**src/rtl/lop_err_pkg.sv**
```systemverilog
package lop_err_pkg;
  localparam int unsigned OFS_W = 4;
  localparam logic [OFS_W-1:0] OFS_BIP_LO = 4'd0;
  localparam logic [OFS_W-1:0] OFS_BIP_HI = 4'd1;
  localparam logic [OFS_W-1:0] OFS_REI_LO = 4'd2;
  localparam logic [OFS_W-1:0] OFS_REI_HI = 4'd3;
endpackage

```
**src/rtl/lop_sat_counter.sv**
```systemverilog
module lop_sat_counter #(
  parameter int unsigned W = 12
) (
  input  logic         clk,
  input  logic         rst,
  input  logic         evt,
  input  logic         clr,
  output logic [W-1:0] hold_o
);
  localparam logic [W-1:0] MAXV = '1;

  logic [W-1:0] live;

  always_ff @(posedge clk) begin
    if (rst) begin
      live   <= '0;
      hold_o <= '0;
    end else if (clr) begin
      hold_o <= live;
      live   <= W'(evt);
    end else if (evt && live != MAXV) begin
      live <= live + W'(1);
    end
  end


  count_step_chk: assert property (@(posedge clk) disable iff (rst)
    (!clr && evt && live != MAXV) |=> live == $past(live) + W'(1));

  saturate_chk: assert property (@(posedge clk) disable iff (rst)
    (!clr && live == MAXV) |=> live == MAXV);

  snapshot_chk: assert property (@(posedge clk) disable iff (rst)
    clr |=> hold_o == $past(live));

  restart_chk: assert property (@(posedge clk) disable iff (rst)
    clr |=> live == W'($past(evt)));

  hold_keep_chk: assert property (@(posedge clk) disable iff (rst)
    !clr |=> $stable(hold_o));
endmodule

```
**src/rtl/lop_trib_channel.sv**
```systemverilog
module lop_trib_channel
  import lop_err_pkg::*;
#(
  parameter int unsigned TRIB_ID = 1,
  parameter int unsigned TRIB_W  = 4,
  parameter int unsigned BIP_W   = 12,
  parameter int unsigned REI_W   = 11,
  localparam int unsigned ADDR_W = TRIB_W + OFS_W
) (
  input  logic              clk,
  input  logic              rst,
  input  logic              bip_evt,
  input  logic              rei_evt,
  input  logic [ADDR_W-1:0] host_addr,
  input  logic              host_wr,
  output logic [BIP_W-1:0]  bip_hold,
  output logic [REI_W-1:0]  rei_hold
);
  logic             hit;
  logic [OFS_W-1:0] ofs;
  logic             cap_bip, cap_rei;

  assign hit     = host_addr[ADDR_W-1:OFS_W] == TRIB_W'(TRIB_ID);
  assign ofs     = host_addr[OFS_W-1:0];
  assign cap_bip = host_wr && hit && ofs == OFS_BIP_HI;
  assign cap_rei = host_wr && hit && ofs == OFS_REI_HI;

  lop_sat_counter #(.W(BIP_W)) u_bip (
    .clk(clk), .rst(rst), .evt(bip_evt), .clr(cap_bip), .hold_o(bip_hold));

  lop_sat_counter #(.W(REI_W)) u_rei (
    .clk(clk), .rst(rst), .evt(rei_evt), .clr(cap_rei), .hold_o(rei_hold));


  low_write_ignored_chk: assert property (@(posedge clk) disable iff (rst)
    (host_wr && hit && (ofs == OFS_BIP_LO || ofs == OFS_REI_LO))
      |=> ($stable(bip_hold) && $stable(rei_hold)));

  other_trib_ignored_chk: assert property (@(posedge clk) disable iff (rst)
    !hit |=> ($stable(bip_hold) && $stable(rei_hold)));
endmodule

```
**src/rtl/lop_read_mux.sv**
```systemverilog
module lop_read_mux
  import lop_err_pkg::*;
#(
  parameter int unsigned NUM_TRIB = 15,
  parameter int unsigned TRIB_W   = 4,
  parameter int unsigned BIP_W    = 12,
  parameter int unsigned REI_W    = 11,
  parameter int unsigned DATA_W   = 8,
  localparam int unsigned ADDR_W  = TRIB_W + OFS_W,
  localparam int unsigned EXT_W   = 2 * DATA_W
) (
  input  logic              clk,
  input  logic              rst,
  input  logic [ADDR_W-1:0] host_addr,
  input  logic              host_rd,
  input  logic [BIP_W-1:0]  bip_hold [NUM_TRIB],
  input  logic [REI_W-1:0]  rei_hold [NUM_TRIB],
  output logic [DATA_W-1:0] rd_data
);
  logic [TRIB_W-1:0] trib;
  logic [OFS_W-1:0]  ofs;
  logic [BIP_W-1:0]  sel_bip;
  logic [REI_W-1:0]  sel_rei;
  logic [EXT_W-1:0]  bip_ext, rei_ext;
  logic [DATA_W-1:0] byte_sel;

  assign trib = host_addr[ADDR_W-1:OFS_W];
  assign ofs  = host_addr[OFS_W-1:0];

  always_comb begin
    sel_bip = '0;
    sel_rei = '0;
    for (int i = 0; i < NUM_TRIB; i++) begin
      if (trib == TRIB_W'(i + 1)) begin
        sel_bip = bip_hold[i];
        sel_rei = rei_hold[i];
      end
    end
    bip_ext = EXT_W'(sel_bip);
    rei_ext = EXT_W'(sel_rei);
    case (ofs)
      OFS_BIP_LO: byte_sel = bip_ext[DATA_W-1:0];
      OFS_BIP_HI: byte_sel = bip_ext[EXT_W-1:DATA_W];
      OFS_REI_LO: byte_sel = rei_ext[DATA_W-1:0];
      OFS_REI_HI: byte_sel = rei_ext[EXT_W-1:DATA_W];
      default:    byte_sel = '0;
    endcase
  end

  always_ff @(posedge clk) begin
    if (rst)          rd_data <= '0;
    else if (host_rd) rd_data <= byte_sel;
  end


  rd_hold_chk: assert property (@(posedge clk) disable iff (rst)
    !host_rd |=> $stable(rd_data));

  bip_hi_pad_chk: assert property (@(posedge clk) disable iff (rst)
    (host_rd && ofs == OFS_BIP_HI) |=> (rd_data >> (BIP_W - DATA_W)) == '0);

  rei_hi_pad_chk: assert property (@(posedge clk) disable iff (rst)
    (host_rd && ofs == OFS_REI_HI) |=> (rd_data >> (REI_W - DATA_W)) == '0);

  trib_zero_chk: assert property (@(posedge clk) disable iff (rst)
    (host_rd && trib == '0) |=> rd_data == '0);
endmodule

```
**src/rtl/lop_err_counters.sv**
```systemverilog
module lop_err_counters
  import lop_err_pkg::*;
#(
  parameter int unsigned NUM_TRIB = 15,
  parameter int unsigned TRIB_W   = 4,
  parameter int unsigned BIP_W    = 12,
  parameter int unsigned REI_W    = 11,
  parameter int unsigned DATA_W   = 8,
  localparam int unsigned ADDR_W  = TRIB_W + OFS_W
) (
  input  logic                clk,
  input  logic                rst,
  input  logic [NUM_TRIB-1:0] bip_evt,
  input  logic [NUM_TRIB-1:0] rei_evt,
  input  logic [ADDR_W-1:0]   host_addr,
  input  logic                host_wr,
  input  logic                host_rd,
  output logic [DATA_W-1:0]   rd_data
);
  logic [BIP_W-1:0] bip_hold [NUM_TRIB];
  logic [REI_W-1:0] rei_hold [NUM_TRIB];

  for (genvar g = 0; g < NUM_TRIB; g++) begin : g_trib
    lop_trib_channel #(
      .TRIB_ID(g + 1), .TRIB_W(TRIB_W), .BIP_W(BIP_W), .REI_W(REI_W)
    ) u_chan (
      .clk(clk), .rst(rst),
      .bip_evt(bip_evt[g]), .rei_evt(rei_evt[g]),
      .host_addr(host_addr), .host_wr(host_wr),
      .bip_hold(bip_hold[g]), .rei_hold(rei_hold[g]));
  end

  lop_read_mux #(
    .NUM_TRIB(NUM_TRIB), .TRIB_W(TRIB_W), .BIP_W(BIP_W),
    .REI_W(REI_W), .DATA_W(DATA_W)
  ) u_mux (
    .clk(clk), .rst(rst), .host_addr(host_addr), .host_rd(host_rd),
    .bip_hold(bip_hold), .rei_hold(rei_hold), .rd_data(rd_data));


  reset_out_chk: assert property (@(posedge clk) rst |=> rd_data == '0);
endmodule

```
**config.mk**
```make
export PLATFORM = sky130hd
export DESIGN_NAME = lop_err_counters
export DESIGN_NICKNAME = d
export VERILOG_FILES = /design/src/rtl/lop_err_pkg.sv /design/src/rtl/lop_sat_counter.sv /design/src/rtl/lop_trib_channel.sv /design/src/rtl/lop_read_mux.sv /design/src/rtl/lop_err_counters.sv
export SDC_FILE = /design/constraint.sdc
export NUM_CORES = 2
export LEC_CHECK = 0
export ABC_CLOCK_PERIOD_IN_PS = 2110
export BUFFER_PORTS_ARGS = -buffer_cell sky130_fd_sc_hd__buf_2
export CORE_MARGIN = 5
export CORE_UTILIZATION = 28
export CTS_BUF_LIST = sky130_fd_sc_hd__clkbuf_4 sky130_fd_sc_hd__clkbuf_8
export DETAILED_ROUTE_END_ITERATION = 10
export MAX_ROUTING_LAYER = met4
export PLACE_DENSITY_LB_ADDON = 0.15
export SLEW_MARGIN = 20
export SYNTH_ARGS = -nofsm -noshare
export SYNTH_HDL_FRONTEND = slang
export SYNTH_HIERARCHICAL = 1
export SYNTH_SLANG_ARGS = --single-unit
export TNS_END_PERCENT = 1
```
**constraint.sdc**
```tcl
create_clock -name clk -period 2.11 [get_ports clk]
set_clock_uncertainty 0.15 [all_clocks]
set_input_delay 0 -clock clk [delete_from_list [all_inputs] [get_ports clk]]
set_output_delay 0 -clock clk [all_outputs]
set_load 0.02 [all_outputs]
```
==> flow_metrics.tcl <==
set metrics [dict create \
    dpl.hpwl_um 87690 \
    grt_pass1_vias 29580 \
    synth_edf_count 0 \
    fin_cells 6031 \
    dp.cells 5602 \
    place_worst_setup_slack_ps -331.8 \
    cts_tree "done" \
    drtPass1Iterations 6 \
    irDropWorstVdd_v 0.0005257 \
    drc 0 \
    final.period_utilization_pct 104.6 \
    drive_gt1_share_pct 19.67 \
    antenna_found_initial 10 \
    grt_start_max_net_pins 51 \
    hold_class "in2reg" \
    routed_wl_um 121600 \
    root_buffer "clkbuf_8" \
    p_leak_nw 14.93 \
    drv_slew 0 \
    slew_headroom_pct 27.01 \
    area_growth_syn_to_layout_pct 27.26 \
    p_total_w 0.03012 \
    maxCapViolCount 0 \
    power_density_nw_per_um2 691.5 \
    status "finished with violations" \
    rows 128 \
    rsz0062_at_grt "yes" \
    ys_seq_area_share_pct 40.83 \
    numCtsBuffers 138 \
    layout_commonest_cell "dfxtp_1" \
    clkTransAtPathRegs_ps 70 \
    synthDistinctLibCells 84 \
    fin_setup_tns_ps -100.7 \
    die_area_sq_um 129300 \
    die_h_um 359.6 \
    wire_per_inst_um 20.17 \
    start_kind "flop" \
    setup_violations 2 \
    timing.hold.ws_ps -81.00 \
    avgSynthCellArea_sq_um 9.008 \
    htree_levels 4 \
    synth_area_sq_um 34220 \
    required_ps 2670 \
    post-cts-setup-buffers 0 \
    vias 31240 \
    crit_fanout 2 \
    core-area_sq_um 121600 \
    clk_latency_ps 810 \
    critPathCaptureType "flop" \
    grt.overflow.total 0 \
    cp_data_arrival_time_ps 2760 \
    worst_slew_pin_slew_ps 1091 \
    viasPerCell 5.180 \
    start_util_pct 28.15 \
    ys_warn_count 6 \
    clockBufferDepth 3 \
    grt_use_total_pct 18.68 \
    fmax_mhz 453.0 \
    syn-num-nets 3871 \
    min_period_ps 2207 \
    mostFrequentLayoutCells "dfxtp_1, nor2_1, mux2i_1" \
    nNetsFinal 4372 \
    drt_iter0_markers 2283 \
    io_buffer_count 49 \
    ys_ff_latch 698 \
    finalHoldViolCount 3 \
    grt_pass1_wl_um 185500 \
    ios 50 \
    clkSinkCount 698 \
    die_w_um 359.6 \
    finalWorstSetupSlack_ps -97.33 \
    ys.flop_type "dfxtp_1" \
    gp_congestion 0.9614 \
    violations "hold timing, setup timing" \
    path_class "reg2reg" \
    syn_inst 3799 \
    postRouteAntennaNets 0 \
    async_flop_share_pct 0 \
]
==> layout make-up <==
type                            instances  area, sq um
Antenna cell                            9        22.52
Multi-Input combinational cell       2835        19210
Clock inverter                         25        232.7
Inverter                               68        255.2
Tap cell                             1625         2033
Timing Repair Buffer                  559         5095
Clock buffer                          212         2705
Sequential cell                       698        14000
Fill cell                           12530        78000
==> per-stage QoR <==
stage | utilization, % | hold slack [ps] | area (sq um)
final | 35.83 | -81.00 | 43550
after global routing | 35.83 | -111.8 | 43550
after CTS | 35.58 | -303.1 | 43250
after detailed placement | 31.73 | 164.2 | 38570
after global placement | 31.73 | 164.1 | 38570
after floorplan | - | -80.93 | 34220
==> worst max-delay path, cell delays in order, from the launching register on <==
cell,delay (ps)
dfxtp_1,450
and3b_1,240
nor4_4,400
o221ai_1,230
a32oi_1,230
a22oi_1,120
a311oi_1,310
==> power by group <==
part	switching, W	leakage (nW)	total (W)	internal [W]
registers	0.0000940	5.64	0.0134	0.0133
logic	0.00123	7.75	0.00208	0.000859
clock network	0.00616	1.54	0.0147	0.00850
==> cell usage after synthesis (56+ instances only) <==
master    number  area (sq um)
o21ai_0      182         910.9
a31oi_1       82         513.0
dfxtp_1      698         13970
a211oi_1      56         420.4
inv_1         66         247.7
nand3_1      157         785.8
clkbuf_1     108         405.4
a21oi_1      235          1176
nor2_1       526          1974
o31ai_1       83         623.1
mux2i_1      382          3824
nand2_1      183         686.9
or4_1         62         465.5
nor3_1        70         350.3
or3_1         94         588.1
==> sequential cells by signal, indices dropped and copies added, names as in the netlist <==
name / flops
g_trib.u_chan/u_rei/live: 165
g_trib.u_chan/u_bip/live: 180
g_trib.u_chan/u_bip/hold_o: 180
u_mux/rd_data: 8
g_trib.u_chan/u_rei/hold_o: 165
==> per-layer routing <==
layer / share of wire, % / vias to the layer above / track usage, % / wire length, um
met5: 0 / - / - / 0
met4: 3.1 / 0 / 6.178 / 3785
met3: 5.0 / 215 / 3.203 / 6105
met2: 43 / 693 / 27.69 / 52880
met1: 48 / 15090 / 25.82 / 58860
li1: - / 15240 / - / -
==> repair_timing <==
action                                  in CTS  in global routing
gates cloned                                 0                  1
endpoints found under the hold margin      698                 39
endpoints found under the setup margin       3                 84
hold buffers                               173                  9
gates resized for setup                      3                 57
pin swaps                                    0                  8
==> final timing paths <==
path | from | to | slack, ps | cells after the start
min | host_addr[6] | u_mux/rd_data[7]$_SDFFE_PP0P_ | -80 | 5
min reg2reg | u_mux/rd_data[3]$_SDFFE_PP0P_ | u_mux/rd_data[3]$_SDFFE_PP0P_ | 320 | 2
max | g_trib[2].u_chan/u_rei/hold_o[10]$_SDFFE_PP0P_ | u_mux/rd_data[2]$_SDFFE_PP0P_ | -100 | 6
max reg2reg | g_trib[2].u_chan/u_rei/hold_o[10]$_SDFFE_PP0P_ | u_mux/rd_data[2]$_SDFFE_PP0P_ | -100 | 6
==> logic make-up after synthesis <==
kind of cell | share of synthesized area (%)
compound gates | 17.30
fa+ha+maj | 1.097
flops | 40.83
mux | 12.88
simple gates | 22.97
buf+inv | 3.766
xor+xnor | 1.152
Note: power is estimated with default switching activity, not from simulation.
